`src/rtl/nqm_pkg.sv`:
```
`timescale 1ns/1ps
package nqm_pkg;

    typedef enum logic [1:0] {
        ST_LIVE  = 2'd0,
        ST_HELD  = 2'd1,
        ST_ARMED = 2'd2
    } hold_state_e;

    // control word: bit 0 enable, bit 1 clear, bit 2 hold
    typedef struct packed {
        logic hold;
        logic clr;
        logic en;
    } ctrl_t;

    localparam int CTRL_W = $bits(ctrl_t);

    localparam logic [1:0] REG_TUNE = 2'd0;
    localparam logic [1:0] REG_OFFS = 2'd1;
    localparam logic [1:0] REG_CTRL = 2'd2;

    localparam real PI_R = 3.14159265358979323846;

    // One entry of the first-quadrant sine table, sampled half a step
    // off the axis so that the quadrant mirrors are exact.
    function automatic int quarter_entry(input int k, input int qdepth, input int amp);
        real ang;
        ang = PI_R * (real'(k) + 0.5) / (2.0 * real'(qdepth));
        return $rtoi(real'(amp) * $sin(ang) + 0.5);
    endfunction

endpackage

```
`src/rtl/nqm_settings.sv`:
```
`timescale 1ns/1ps
module nqm_settings #(
    parameter int PHASE_W = 32
) (
    input  logic               clk,
    input  logic               rst,
    input  logic               we_i,
    input  logic [1:0]         addr_i,
    input  logic [PHASE_W-1:0] wdata_i,
    input  logic               upd_i,
    output logic [PHASE_W-1:0] tune_o,
    output logic [PHASE_W-1:0] offs_o,
    output logic               mod_en_o,
    output logic               acc_clr_o
);
    import nqm_pkg::*;

    hold_state_e        state, state_nx;
    ctrl_t              ctrl_q, ctrl_d;
    logic [PHASE_W-1:0] tune_sh, offs_sh, tune_sh_d, offs_sh_d;
    logic [PHASE_W-1:0] tune_act, offs_act;
    logic               wr_tune, wr_offs, wr_ctrl, load;

    always_comb begin
        wr_tune   = we_i && (addr_i == REG_TUNE);
        wr_offs   = we_i && (addr_i == REG_OFFS);
        wr_ctrl   = we_i && (addr_i == REG_CTRL);
        tune_sh_d = wr_tune ? wdata_i : tune_sh;
        offs_sh_d = wr_offs ? wdata_i : offs_sh;
        ctrl_d    = wr_ctrl ? ctrl_t'(wdata_i[CTRL_W-1:0]) : ctrl_q;
    end

    // state register
    always_ff @(posedge clk) begin
        if (rst) state <= ST_LIVE;
        else     state <= state_nx;
    end

    // next state
    always_comb begin
        state_nx = state;
        unique case (state)
            ST_LIVE: begin
                if (ctrl_d.hold) state_nx = ST_HELD;
            end
            ST_HELD: begin
                if (!ctrl_d.hold)                      state_nx = ST_LIVE;
                else if (!upd_i && (wr_tune || wr_offs)) state_nx = ST_ARMED;
            end
            ST_ARMED: begin
                if (!ctrl_d.hold) state_nx = ST_LIVE;
                else if (upd_i)   state_nx = ST_HELD;
            end
            default: state_nx = ST_LIVE;
        endcase
    end

    // outputs of the machine
    always_comb begin
        load = 1'b0;
        unique case (state)
            ST_LIVE:  load = 1'b1;
            ST_HELD:  load = upd_i || !ctrl_d.hold;
            ST_ARMED: load = upd_i || !ctrl_d.hold;
            default:  load = 1'b1;
        endcase
    end

    always_ff @(posedge clk) begin
        if (rst) begin
            tune_sh  <= '0;
            offs_sh  <= '0;
            tune_act <= '0;
            offs_act <= '0;
            ctrl_q   <= '0;
        end else begin
            tune_sh <= tune_sh_d;
            offs_sh <= offs_sh_d;
            ctrl_q  <= ctrl_d;
            if (load) begin
                tune_act <= tune_sh_d;
                offs_act <= offs_sh_d;
            end
        end
    end

    assign tune_o    = tune_act;
    assign offs_o    = offs_act;
    assign mod_en_o  = ctrl_q.en;
    assign acc_clr_o = ctrl_q.clr;

    // while holding with no strobe and no release, the datapath settings do not move
    p_held_stable_r10: assert property (@(posedge clk) disable iff (rst)
        (state != ST_LIVE && !upd_i && ctrl_d.hold) |=> ($stable(tune_act) && $stable(offs_act)));

    // the machine agrees with the hold bit of the control word
    p_mode_track_r10: assert property (@(posedge clk) disable iff (rst)
        ctrl_q.hold |-> (state != ST_LIVE));

    // a release from hold leaves active values equal to the shadow copies
    p_release_flush_r11: assert property (@(posedge clk) disable iff (rst)
        (state != ST_LIVE && !ctrl_d.hold) |=> (tune_act == tune_sh && offs_act == offs_sh));

endmodule

```
`src/rtl/nqm_phase.sv`:
```
`timescale 1ns/1ps
module nqm_phase #(
    parameter int PHASE_W = 32,
    parameter int ADDR_W  = 10
) (
    input  logic               clk,
    input  logic               rst,
    input  logic               clr_i,
    input  logic [PHASE_W-1:0] tune_i,
    input  logic [PHASE_W-1:0] offs_i,
    output logic [ADDR_W-1:0]  addr_o
);
    localparam int SHIFT = PHASE_W - ADDR_W;

    logic [PHASE_W-1:0] acc;

    always_ff @(posedge clk) begin
        if (rst || clr_i) acc <= '0;
        else              acc <= acc + tune_i;
    end

    assign addr_o = ADDR_W'((acc + offs_i) >> SHIFT);

    // the clear bit pins the accumulator at zero
    p_clear_zero_r8: assert property (@(posedge clk) disable iff (rst)
        clr_i |=> (acc == '0));

endmodule

```
`src/rtl/nqm_trig.sv`:
```
`timescale 1ns/1ps
module nqm_trig #(
    parameter int ADDR_W = 10,
    parameter int TRIG_W = 16
) (
    input  logic                     clk,
    input  logic                     rst,
    input  logic [ADDR_W-1:0]        addr_i,
    output logic signed [TRIG_W-1:0] sin_o,
    output logic signed [TRIG_W-1:0] cos_o
);
    localparam int IDX_W  = ADDR_W - 2;
    localparam int QDEPTH = 2 ** IDX_W;
    localparam int AMP    = 2 ** (TRIG_W - 1) - 1;
    localparam longint MAG_NOM = longint'(AMP) * longint'(AMP);
    localparam longint MAG_TOL = longint'(AMP) * 2;

    logic signed [TRIG_W-1:0] rom [QDEPTH];

    for (genvar g = 0; g < QDEPTH; g++) begin : g_rom
        localparam int ENTRY = nqm_pkg::quarter_entry(g, QDEPTH, AMP);
        assign rom[g] = TRIG_W'(ENTRY);
    end

    // lane 0 is the sine, lane 1 the cosine (a quarter turn ahead)
    for (genvar ln = 0; ln < 2; ln++) begin : g_lane
        logic [1:0]               quad;
        logic [IDX_W-1:0]         idx;
        logic signed [TRIG_W-1:0] mag, val, val_q;
        always_comb begin
            quad = addr_i[ADDR_W-1 -: 2] + 2'(ln);
            idx  = addr_i[IDX_W-1:0];
            mag  = quad[0] ? rom[~idx] : rom[idx];
            val  = quad[1] ? -mag : mag;
        end
        always_ff @(posedge clk) begin
            if (rst) val_q <= '0;
            else     val_q <= val;
        end
    end

    assign sin_o = g_lane[0].val_q;
    assign cos_o = g_lane[1].val_q;

    logic primed;
    always_ff @(posedge clk) begin
        if (rst) primed <= 1'b0;
        else     primed <= 1'b1;
    end

    logic signed [2*TRIG_W+1:0] mag2;
    assign mag2 = sin_o * sin_o + cos_o * cos_o;

    // the sine/cosine pair stays on the unit circle within rounding error
    p_unit_circle_r4: assert property (@(posedge clk) disable iff (rst)
        primed |-> (longint'(mag2) >= MAG_NOM - MAG_TOL && longint'(mag2) <= MAG_NOM + MAG_TOL));

endmodule

```
`src/rtl/nqm_mix.sv`:
```
`timescale 1ns/1ps
module nqm_mix #(
    parameter int DATA_W = 16,
    parameter int TRIG_W = 16
) (
    input  logic                     clk,
    input  logic                     rst,
    input  logic                     en_i,
    input  logic signed [DATA_W-1:0] i_i,
    input  logic signed [DATA_W-1:0] q_i,
    input  logic signed [TRIG_W-1:0] sin_i,
    input  logic signed [TRIG_W-1:0] cos_i,
    output logic signed [DATA_W-1:0] i_o,
    output logic signed [DATA_W-1:0] q_o
);
    localparam int FRAC   = TRIG_W - 1;
    localparam int PROD_W = DATA_W + TRIG_W;
    localparam int SUM_W  = PROD_W + 2;
    localparam logic signed [SUM_W-1:0] HALF = SUM_W'(2 ** (FRAC - 1));
    localparam logic signed [SUM_W-1:0] MAXV = SUM_W'(2 ** (DATA_W - 1) - 1);
    localparam logic signed [SUM_W-1:0] MINV = -SUM_W'(2 ** (DATA_W - 1));

    function automatic logic signed [DATA_W-1:0] round_sat(input logic signed [SUM_W-1:0] v);
        logic signed [SUM_W-1:0] s;
        s = (v + HALF) >>> FRAC;
        if (s > MAXV)      return DATA_W'(MAXV);
        else if (s < MINV) return DATA_W'(MINV);
        else               return DATA_W'(s);
    endfunction

    logic signed [PROD_W-1:0] p_ic, p_qs, p_is, p_qc;
    logic signed [SUM_W-1:0]  sum_i, sum_q;
    logic signed [DATA_W-1:0] rot_i, rot_q;

    always_comb begin
        p_ic  = i_i * cos_i;
        p_qs  = q_i * sin_i;
        p_is  = i_i * sin_i;
        p_qc  = q_i * cos_i;
        sum_i = SUM_W'(p_ic) - SUM_W'(p_qs);
        sum_q = SUM_W'(p_is) + SUM_W'(p_qc);
        rot_i = round_sat(sum_i);
        rot_q = round_sat(sum_q);
    end

    always_ff @(posedge clk) begin
        if (rst) begin
            i_o <= '0;
            q_o <= '0;
        end else if (en_i) begin
            i_o <= rot_i;
            q_o <= rot_q;
        end else begin
            i_o <= i_i;
            q_o <= q_i;
        end
    end

    // saturation never lets a large positive sum appear as a negative output
    p_no_wrap_r5: assert property (@(posedge clk) disable iff (rst)
        (en_i && sum_q > (MAXV <<< FRAC)) |=> (q_o == DATA_W'(MAXV)));

endmodule

```
`src/rtl/nco_quad_mixer.sv`:
```
`timescale 1ns/1ps
module nco_quad_mixer #(
    parameter int PHASE_W = 32,
    parameter int ADDR_W  = 10,
    parameter int DATA_W  = 16,
    parameter int TRIG_W  = 16
) (
    input  logic                     clk,
    input  logic                     rst,
    input  logic                     cfg_we,
    input  logic [1:0]               cfg_addr,
    input  logic [PHASE_W-1:0]       cfg_wdata,
    input  logic                     upd_strobe,
    input  logic signed [DATA_W-1:0] in_i,
    input  logic signed [DATA_W-1:0] in_q,
    output logic signed [DATA_W-1:0] out_i,
    output logic signed [DATA_W-1:0] out_q
);
    logic [PHASE_W-1:0]       tune, offs;
    logic                     mod_en, acc_clr;
    logic [ADDR_W-1:0]        addr_c, addr_s1;
    logic signed [DATA_W-1:0] i_s1, q_s1, i_s2, q_s2;
    logic                     en_s1, en_s2;
    logic signed [TRIG_W-1:0] sin_s2, cos_s2;

    nqm_settings #(.PHASE_W(PHASE_W)) u_settings (
        .clk       (clk),
        .rst       (rst),
        .we_i      (cfg_we),
        .addr_i    (cfg_addr),
        .wdata_i   (cfg_wdata),
        .upd_i     (upd_strobe),
        .tune_o    (tune),
        .offs_o    (offs),
        .mod_en_o  (mod_en),
        .acc_clr_o (acc_clr)
    );

    nqm_phase #(.PHASE_W(PHASE_W), .ADDR_W(ADDR_W)) u_phase (
        .clk    (clk),
        .rst    (rst),
        .clr_i  (acc_clr),
        .tune_i (tune),
        .offs_i (offs),
        .addr_o (addr_c)
    );

    // stage 1: capture sample, mode and table phase
    always_ff @(posedge clk) begin
        if (rst) begin
            addr_s1 <= '0;
            i_s1    <= '0;
            q_s1    <= '0;
            en_s1   <= 1'b0;
        end else begin
            addr_s1 <= addr_c;
            i_s1    <= in_i;
            q_s1    <= in_q;
            en_s1   <= mod_en;
        end
    end

    // stage 2: table lookup, sample carried alongside
    nqm_trig #(.ADDR_W(ADDR_W), .TRIG_W(TRIG_W)) u_trig (
        .clk    (clk),
        .rst    (rst),
        .addr_i (addr_s1),
        .sin_o  (sin_s2),
        .cos_o  (cos_s2)
    );

    always_ff @(posedge clk) begin
        if (rst) begin
            i_s2  <= '0;
            q_s2  <= '0;
            en_s2 <= 1'b0;
        end else begin
            i_s2  <= i_s1;
            q_s2  <= q_s1;
            en_s2 <= en_s1;
        end
    end

    // stage 3: rotate or bypass
    nqm_mix #(.DATA_W(DATA_W), .TRIG_W(TRIG_W)) u_mix (
        .clk   (clk),
        .rst   (rst),
        .en_i  (en_s2),
        .i_i   (i_s2),
        .q_i   (q_s2),
        .sin_i (sin_s2),
        .cos_i (cos_s2),
        .i_o   (out_i),
        .q_o   (out_q)
    );

    logic [1:0] warm;
    always_ff @(posedge clk) begin
        if (rst)               warm <= '0;
        else if (warm != 2'd3) warm <= warm + 2'd1;
    end

    // in bypass, the sample taken three edges back reaches the outputs unchanged
    p_bypass_pass_r7: assert property (@(posedge clk) disable iff (rst)
        (warm == 2'd3 && !$past(mod_en, 3)) |->
            (out_i == $past(in_i, 3) && out_q == $past(in_q, 3)));

    // outputs are zero right after a reset edge
    p_reset_zero_r1: assert property (@(posedge clk)
        rst |=> (out_i == '0 && out_q == '0));

endmodule

```
`config.mk`:
```
export PLATFORM = sky130hd
export DESIGN_NAME = nco_quad_mixer
export DESIGN_NICKNAME = d
export VERILOG_FILES = /design/src/rtl/nqm_pkg.sv /design/src/rtl/nqm_settings.sv /design/src/rtl/nqm_phase.sv /design/src/rtl/nqm_trig.sv /design/src/rtl/nqm_mix.sv /design/src/rtl/nco_quad_mixer.sv
export SDC_FILE = /design/constraint.sdc
export NUM_CORES = 2
export LEC_CHECK = 0
export ABC_CLOCK_PERIOD_IN_PS = 7800
export BUFFER_PORTS_ARGS = -buffer_cell sky130_fd_sc_hd__buf_4
export CORE_ASPECT_RATIO = 0.6
export CORE_MARGIN = 5
export CORE_UTILIZATION = 30
export CTS_CLUSTER_DIAMETER = 150
export DETAILED_ROUTE_END_ITERATION = 8
export RECOVER_POWER = 25
export SLEW_MARGIN = 15
export SYNTH_ARGS = -nofsm -noshare
export SYNTH_HDL_FRONTEND = slang
export SYNTH_SLANG_ARGS = --single-unit
```
`constraint.sdc`:
```
create_clock -name clk -period 7.8 [get_ports clk]
set_input_delay 0.39 -clock clk [delete_from_list [all_inputs] [get_ports clk]]
set_output_delay 0.39 -clock clk [all_outputs]
set_load 0.01 [all_outputs]
```
======== Word-level counts from Yosys, hierarchy flattened ========
Memory sizes are Yosys's and may differ from the RTL's.
Cells that the tools add are included.
operators by class
  multipliers ............................. 4
  bitwise logic cells ..................... 3
  mux-type cells .......................... 24
  equal/unequal tests ..................... 7
  shift-type cells ........................ 0
  $lt $le $gt $ge ......................... 6
  reduce and logical (&&, ||, !) cells .... 13
  divide/modulo/power cells ............... 0
  add/sub/neg operators ................... 9
operators by type and width
  operator                                               number
  2-to-1 mux 16 bit                                      14
  multiplier 16 x 16 -> 32 bit                           4
  adder 33 x 16 -> 34 bit (second input constant)        2
  adder 32 bit                                           2
  2-to-1 mux 32 bit                                      2
  > comparator 19 x 16 -> 1 bit (second input constant)  2
  < comparator 19 x 16 -> 1 bit (second input constant)  2
  adder 32 x 32 -> 33 bit                                1
  subtractor 32 x 32 -> 33 bit                           1
  negation 16 bit                                        2
  >= comparator 9 bit (second input constant)            2
  NOT 8 -> 9 bit                                         2
  2-to-1 mux 2 bit                                       5
  NOT 8 bit                                              1
  inequality test 3 bit (second input constant)          2
  one-hot mux 2 bit (3 select lines)                     1
  == test 2 x 1 -> 1 bit (second input constant)         2
  == test 2 bit (second input constant)                  2
  logical AND 1 bit                                      4
  zero test 2 bit                                        2
  logical OR 1 bit                                       3
  2-to-1 mux 3 bit                                       1
  AND reduction 3 bit                                    1
  adder 2 x 1 -> 2 bit (second input constant)           1
  4 further kinds                                        5
storage, ports and cells
  memory bits (writable) .................. 0
  logic and storage cells ................. 88
  bits in latches ......................... 0
  input port bits ......................... 70
  memories kept ........................... 2
  flip-flop bits (word level) ............. 305
  bits in read-only memories .............. 8,192
memories
  memory           depth  bits a word  read ports  clocked after Yosys merged registers in  write ports  RTL line        RTL
  (no name shown)  256    16           1           0                                        0            nqm_trig.sv:33  mag = quad[0] ? rom[~idx] : rom[idx];
  (no name shown)  256    16           1           0                                        0            nqm_trig.sv:33

======== Longest topological paths before layout ========
  depth in word-level cells ............... 8
  gate-level depth with buffers ........... 31

======== Modules after synthesis ========
From an unflattened synthesis, not the netlist that was laid out.
unflattened totals
  cell total of the unflattened synthesis .. 7,022
  area total of the unflattened synthesis .. 62,110.8 um^2
modules (own cells, without submodules)
  module          times used  area an instance (um^2)  cells an instance
  nqm_mix         1           41,715.0                 4,441
  nqm_trig        1           10,034.6                 1,511
  nqm_settings    1           5,069.9                  521
  nqm_phase       1           3,226.8                  389
  nco_quad_mixer  1           2,064.5                  160

======== Least setup slack after synthesis ========
Ideal clock, no wire load.
  path kind ............................... flip-flop to flip-flop
  start ................................... reg u_trig.g_lane[0].val_q[0], in the netlist u_trig.sin_o[0]
  end ..................................... reg u_mix.i_o[11]
  data arrival time ....................... 8.083 ns
  setup time .............................. 0.091 ns
  path buffers ............................ 2
  cell stages (with the launch flop) ...... 30
  path slack .............................. -0.374 ns
  clock period less this slack ............ 8.174 ns
  cell sequence ........................... dfxtp_1 > clkbuf_1 > nand2_1 > inv_1 > fa_1 > inv_1 > fa_1 > inv_1 > fa_1 > inv_1 > fa_1 > fa_1 > fa_1 > fa_1 > inv_1 > fa_1 > inv_1 > ha_1 > a21oi_1 > nor2_1 > a211oi_1 > o211a_1 > a21boi_1 > a21o_1 > a211o_1 > a31o_2 > nor4_1 > clkbuf_1 > o31ai_1 > a311oi_1
on the way
  word-level cells in the longest chain between the ends .. 7
  elaborated cells between the ends (all ways) .. 8
  classes of those cells .................. 2 x add/sub; 1 x mul; 2 x order compare; 3 x mux
ends and longest elaborated chain
  item                            RTL line        RTL
  from (decl)                     nqm_trig.sv:29  logic signed [TRIG_W-1:0] mag, val, val_q;
  from (signal assigned)          nqm_trig.sv:38  else val_q <= val;
  multiplier 16 x 16 -> 32 bit *  nqm_mix.sv:37   p_qs = q_i * sin_i;
  subtractor 32 x 32 -> 33 bit *  nqm_mix.sv:40   sum_i = SUM_W'(p_ic) - SUM_W'(p_qs);
  adder 33 x 16 -> 34 bit *       nqm_mix.sv:25   s = (v + HALF) >>> FRAC;
  < comparator 19 x 16 -> 1 bit   nqm_mix.sv:27   else if (s < MINV) return DATA_W'(MINV);
  2-to-1 mux 16 bit               nqm_mix.sv:27
  2-to-1 mux 16 bit *             nqm_mix.sv:26   if (s > MAXV) return DATA_W'(MAXV);
  2-to-1 mux 16 bit *             nqm_mix.sv:50   end else if (en_i) begin
  to (signal assigned)            nqm_mix.sv:51   i_o <= rot_i;
  to (signal assigned)            nqm_mix.sv:54   i_o <= i_i;
  to (decl)                       nqm_mix.sv:13   output logic signed [DATA_W-1:0] i_o,
Mark *: on every way between the ends. The rest lies on a longest branch, timed or not.
A chain may end at the register's enable or synchronous reset.

======== Worst setup path after layout ========
  start ................................... reg i_s2[10]
  end ..................................... reg u_mix.i_o[0]
on the way
  word-level cells in the longest chain between the ends .. 7
  elaborated cells between the ends (all ways) .. 8
  classes of those cells .................. 2 x add/sub; 1 x mul; 2 x order compare; 3 x mux
ends and longest elaborated chain
  item                            RTL line              RTL
  from (decl)                     nco_quad_mixer.sv:22  logic signed [DATA_W-1:0] i_s1, q_s1, i_s2, q_s2;
  from (signal assigned)          nco_quad_mixer.sv:78  i_s2 <= i_s1;
  multiplier 16 x 16 -> 32 bit *  nqm_mix.sv:36         p_ic = i_i * cos_i;
  subtractor 32 x 32 -> 33 bit *  nqm_mix.sv:40
  adder 33 x 16 -> 34 bit *       nqm_mix.sv:25
  < comparator 19 x 16 -> 1 bit   nqm_mix.sv:27
  2-to-1 mux 16 bit               nqm_mix.sv:27
  2-to-1 mux 16 bit *             nqm_mix.sv:26
  2-to-1 mux 16 bit *             nqm_mix.sv:50
Marked as above.

==> impl_metrics.json <==
{
  "syn_area_per_cell_um2": 8.94,
  "synthArstFlopShare_pct": 0,
  "numPlacedInstances": 9633,
  "wl_per_cell_um": 23.4,
  "final_cells": 9836,
  "h-tree-depth": 2,
  "fp.coreArea_um2": 200000,
  "ys_ff_latch": 305,
  "crit_arrival_ns": 8.45,
  "rsz0062_at_grt": "true",
  "synthToLayoutAreaGrowth_pct": 19.2,
  "dp_hpwl_um": 184000,
  "ant_nets": 0,
  "antenna_found_initial": 12,
  "hold_ws_ns": 0.0289,
  "fp.dieW_um": 589,
  "slowest_stage": "fa_2",
  "finalMaxSlewViolations": 66,
  "yosys-top-cells-count": "inv_1 (1,364), fa_1 (1,196), nand2_1 (559), and2_1 (532), ha_1 (413)",
  "clock_latency_ns": 0.67,
  "vias_per_cell": 5.09,
  "slew_headroom_pct": -84.6,
  "grt_max_degree": 131,
  "violations": "capacitance limit, slew limit, setup timing",
  "peakVddDrop_v": 0.00282,
  "vias": 50000,
  "clock.fmax_mhz": 126,
  "cpMostUsedCell": "fa_1",
  "period_share_pct": 102,
  "synth.distinct_cells": 91,
  "worstPathRequired_ns": 8.28,
  "clk_pin_slew_worst_paths_ns": 0.07,
  "worst_slew_pin_slew_ns": 2.77,
  "synth.cell_area_um2": 60300,
  "cts_root_buf": "clkbuf_16",
  "utilization_pct": 36.0,
  "seq_area_frac_synth_pct": 10.1,
  "slowest_delay_ns": 0.59,
  "dr.first_iter.drc_count": 4807,
  "p_leak_nw": 33.6,
  "grt_pass1_wl_um": 346000,
  "path_class": "reg -> reg",
  "first_global_vias": 52600,
  "drc": 0,
  "synth_top_area_share_pct": 39.7,
  "die-height_um": 357,
  "max_cap_viol_count": 2,
  "hold_viol": 0,
  "crit_fanout": 8,
  "yosysMostFrequentCell": "inv_1",
  "synth_largest_area_cell": "fa_1",
  "status": "complete, but fails checks",
  "grt_overflow": 0,
  "yosys_most_used_dff": "dfxtp_1",
  "ys_warn_count": 0,
  "holdCritPathClass": "in -> reg",
  "numPortBuffers": 101,
  "final_nets": 8832,
  "num_rows": 127,
  "cts_tree": "done",
  "numCtsBuffers": 40,
  "synthCells": 6750,
  "start_util_pct": 30.2,
  "fin_worst_skew_ns": 0.0817,
  "layout_min_cycle_time_ns": 7.97,
  "first_pass_iters": 6,
  "p_per_area_nw_per_um2": 528,
  "worst_slack_ns": -0.166,
  "wirelength_um": 230000,
  "gp_congestion": 1.03,
  "clock_path_buffers": 3,
  "clock_sinks": 305,
  "drive_above_1_share_pct": 15.4,
  "grt_usage_pct": 21.8,
  "dieArea_um2": 210000,
  "synth_edf_count": 0,
  "ioPinCount": 102,
  "synthesis.nets": 8429,
  "setup_viol": 30,
  "ys_top_cells_by_area": "fa_1 (40%), dfxtp_1 (10%), ha_1 (8.6%), inv_1 (8.5%), and2_1 (5.5%)",
  "end_kind": "flop",
  "final.setup.tns_ns": -3.64,
  "startpoint_type": "flop",
  "rrSetupSlack_ns": -0.17
}
## per-stage QoR
stage / area (um2) / power, mW / setup WS [ns]
3_3_place_gp: 68000 / 29.3 / -0.630
5_1_grt: 71900 / 41.6 / -0.428
4_1_cts: 71300 / 36.2 / -0.143
2_1_floorplan: 60400 / 18.4 / 0.0169
6_report: 71900 / 38.0 / -0.166
3_5_place_dp: 68100 / 29.3 / -0.759
## report_power, final
group          switching (mW)  internal (mW)  total [mW]
Sequential             0.0964           1.66        1.75
Combinational            18.4           15.9        34.3
Clock                   0.897           1.09        1.99
Total                    19.4           18.6        38.0
## flip-flops by register name, summed over array words and instances (netlist names)
register              flops
en_s1                     1
u_trig.sin_o             16
q_s1                     16
q_s2                     16
u_settings.mod_en_o       1
u_phase.acc              32
i_s2                     16
u_settings.tune_o        32
en_s2                     1
u_settings.tune_sh       32
u_settings.state          2
u_trig.cos_o             16
u_settings.offs_sh       32
u_settings.ctrl_q         1
u_mix.i_o                16
i_s1                     16
u_settings.acc_clr_o      1
addr_s1                  10
u_mix.q_o                16
u_settings.offs_o        32
## layout make-up
type | count | area, um2
repair buffers | 783 | 7490
flip-flops and latches | 305 | 6190
multi-input cells | 4657 | 48400
fillers | 20100 | 128000
well taps | 2644 | 3310
clock buffers | 46 | 1040
clock inverters | 28 | 329
diodes | 7 | 17.5
inverters | 1366 | 5130
## routing by layer
| metal | share of wire, % | routed length (um) | vias up | global-route usage (%) |
|---|---|---|---|---|
| met2 | 37 | 85100 | 2402 | 28.2 |
| met1 | 47 | 107000 | 25500 | 32.8 |
| met3 | 14 | 32400 | 300 | 9.55 |
| li1 | - | - | 21800 | - |
| met4 | 2.2 | 5140 | 4 | 4.33 |
| met5 | 0.046 | 106 | - | 0.314 |
## cell families after synthesis
group	share of synthesized area, %
compound gates	10.5
xor+xnor	1.76
fa+ha+maj	48.3
buf+inv	11.4
flops	10.1
mux	2.35
simple gates	15.7
## critical path: cells and delay by family (launching register included)
kind | cells | cell delay, ns
fa+ha+maj | 9 | 4.17
compound gates | 9 | 1.75
buf+inv | 8 | 0.86
simple gates | 3 | 0.57
flops | 1 | 0.39
## cells in the final DEF (no fill, tap or decap), drive strengths merged, types with 48 or more instances in the layout
master	count
dlygate4sd3	54
inv	1371
nand2	559
nor2	399
dfxtp	305
nor2b	109
xor2	49
clkbuf	75
ha	413
nand3	56
a21oi	178
a211oi	123
xnor2	72
nand2b	72
buf	699
mux2i	92
fa	1196
a311oi	48
nor3	61
o21ai	164
and2	533
## path summary, 6_finish.rpt
check / start / end / cells after the start
worst max-delay path: i_s2[10]$_SDFF_PP0_ / u_mix.i_o[0]$_SDFF_PP0_ / 29
worst min-delay path: in_i[4] / i_s1[4]$_SDFF_PP0_ / 2
worst max register to register: i_s2[10]$_SDFF_PP0_ / u_mix.i_o[0]$_SDFF_PP0_ / 29
worst min register to register: q_s1[12]$_SDFF_PP0_ / q_s2[12]$_SDFF_PP0_ / 1
## repair_timing
action / in CTS / in global routing
hold endpoints to repair: 72 / 0
setup endpoints to repair: 32 / 32
buffers inserted: 42 / 19
cloned: 6 / 2
resized for setup: 201 / 107
hold buffers: 54 / 0
pin swaps: 110 / 63
Note: power is estimated with default switching activity, not from simulation.
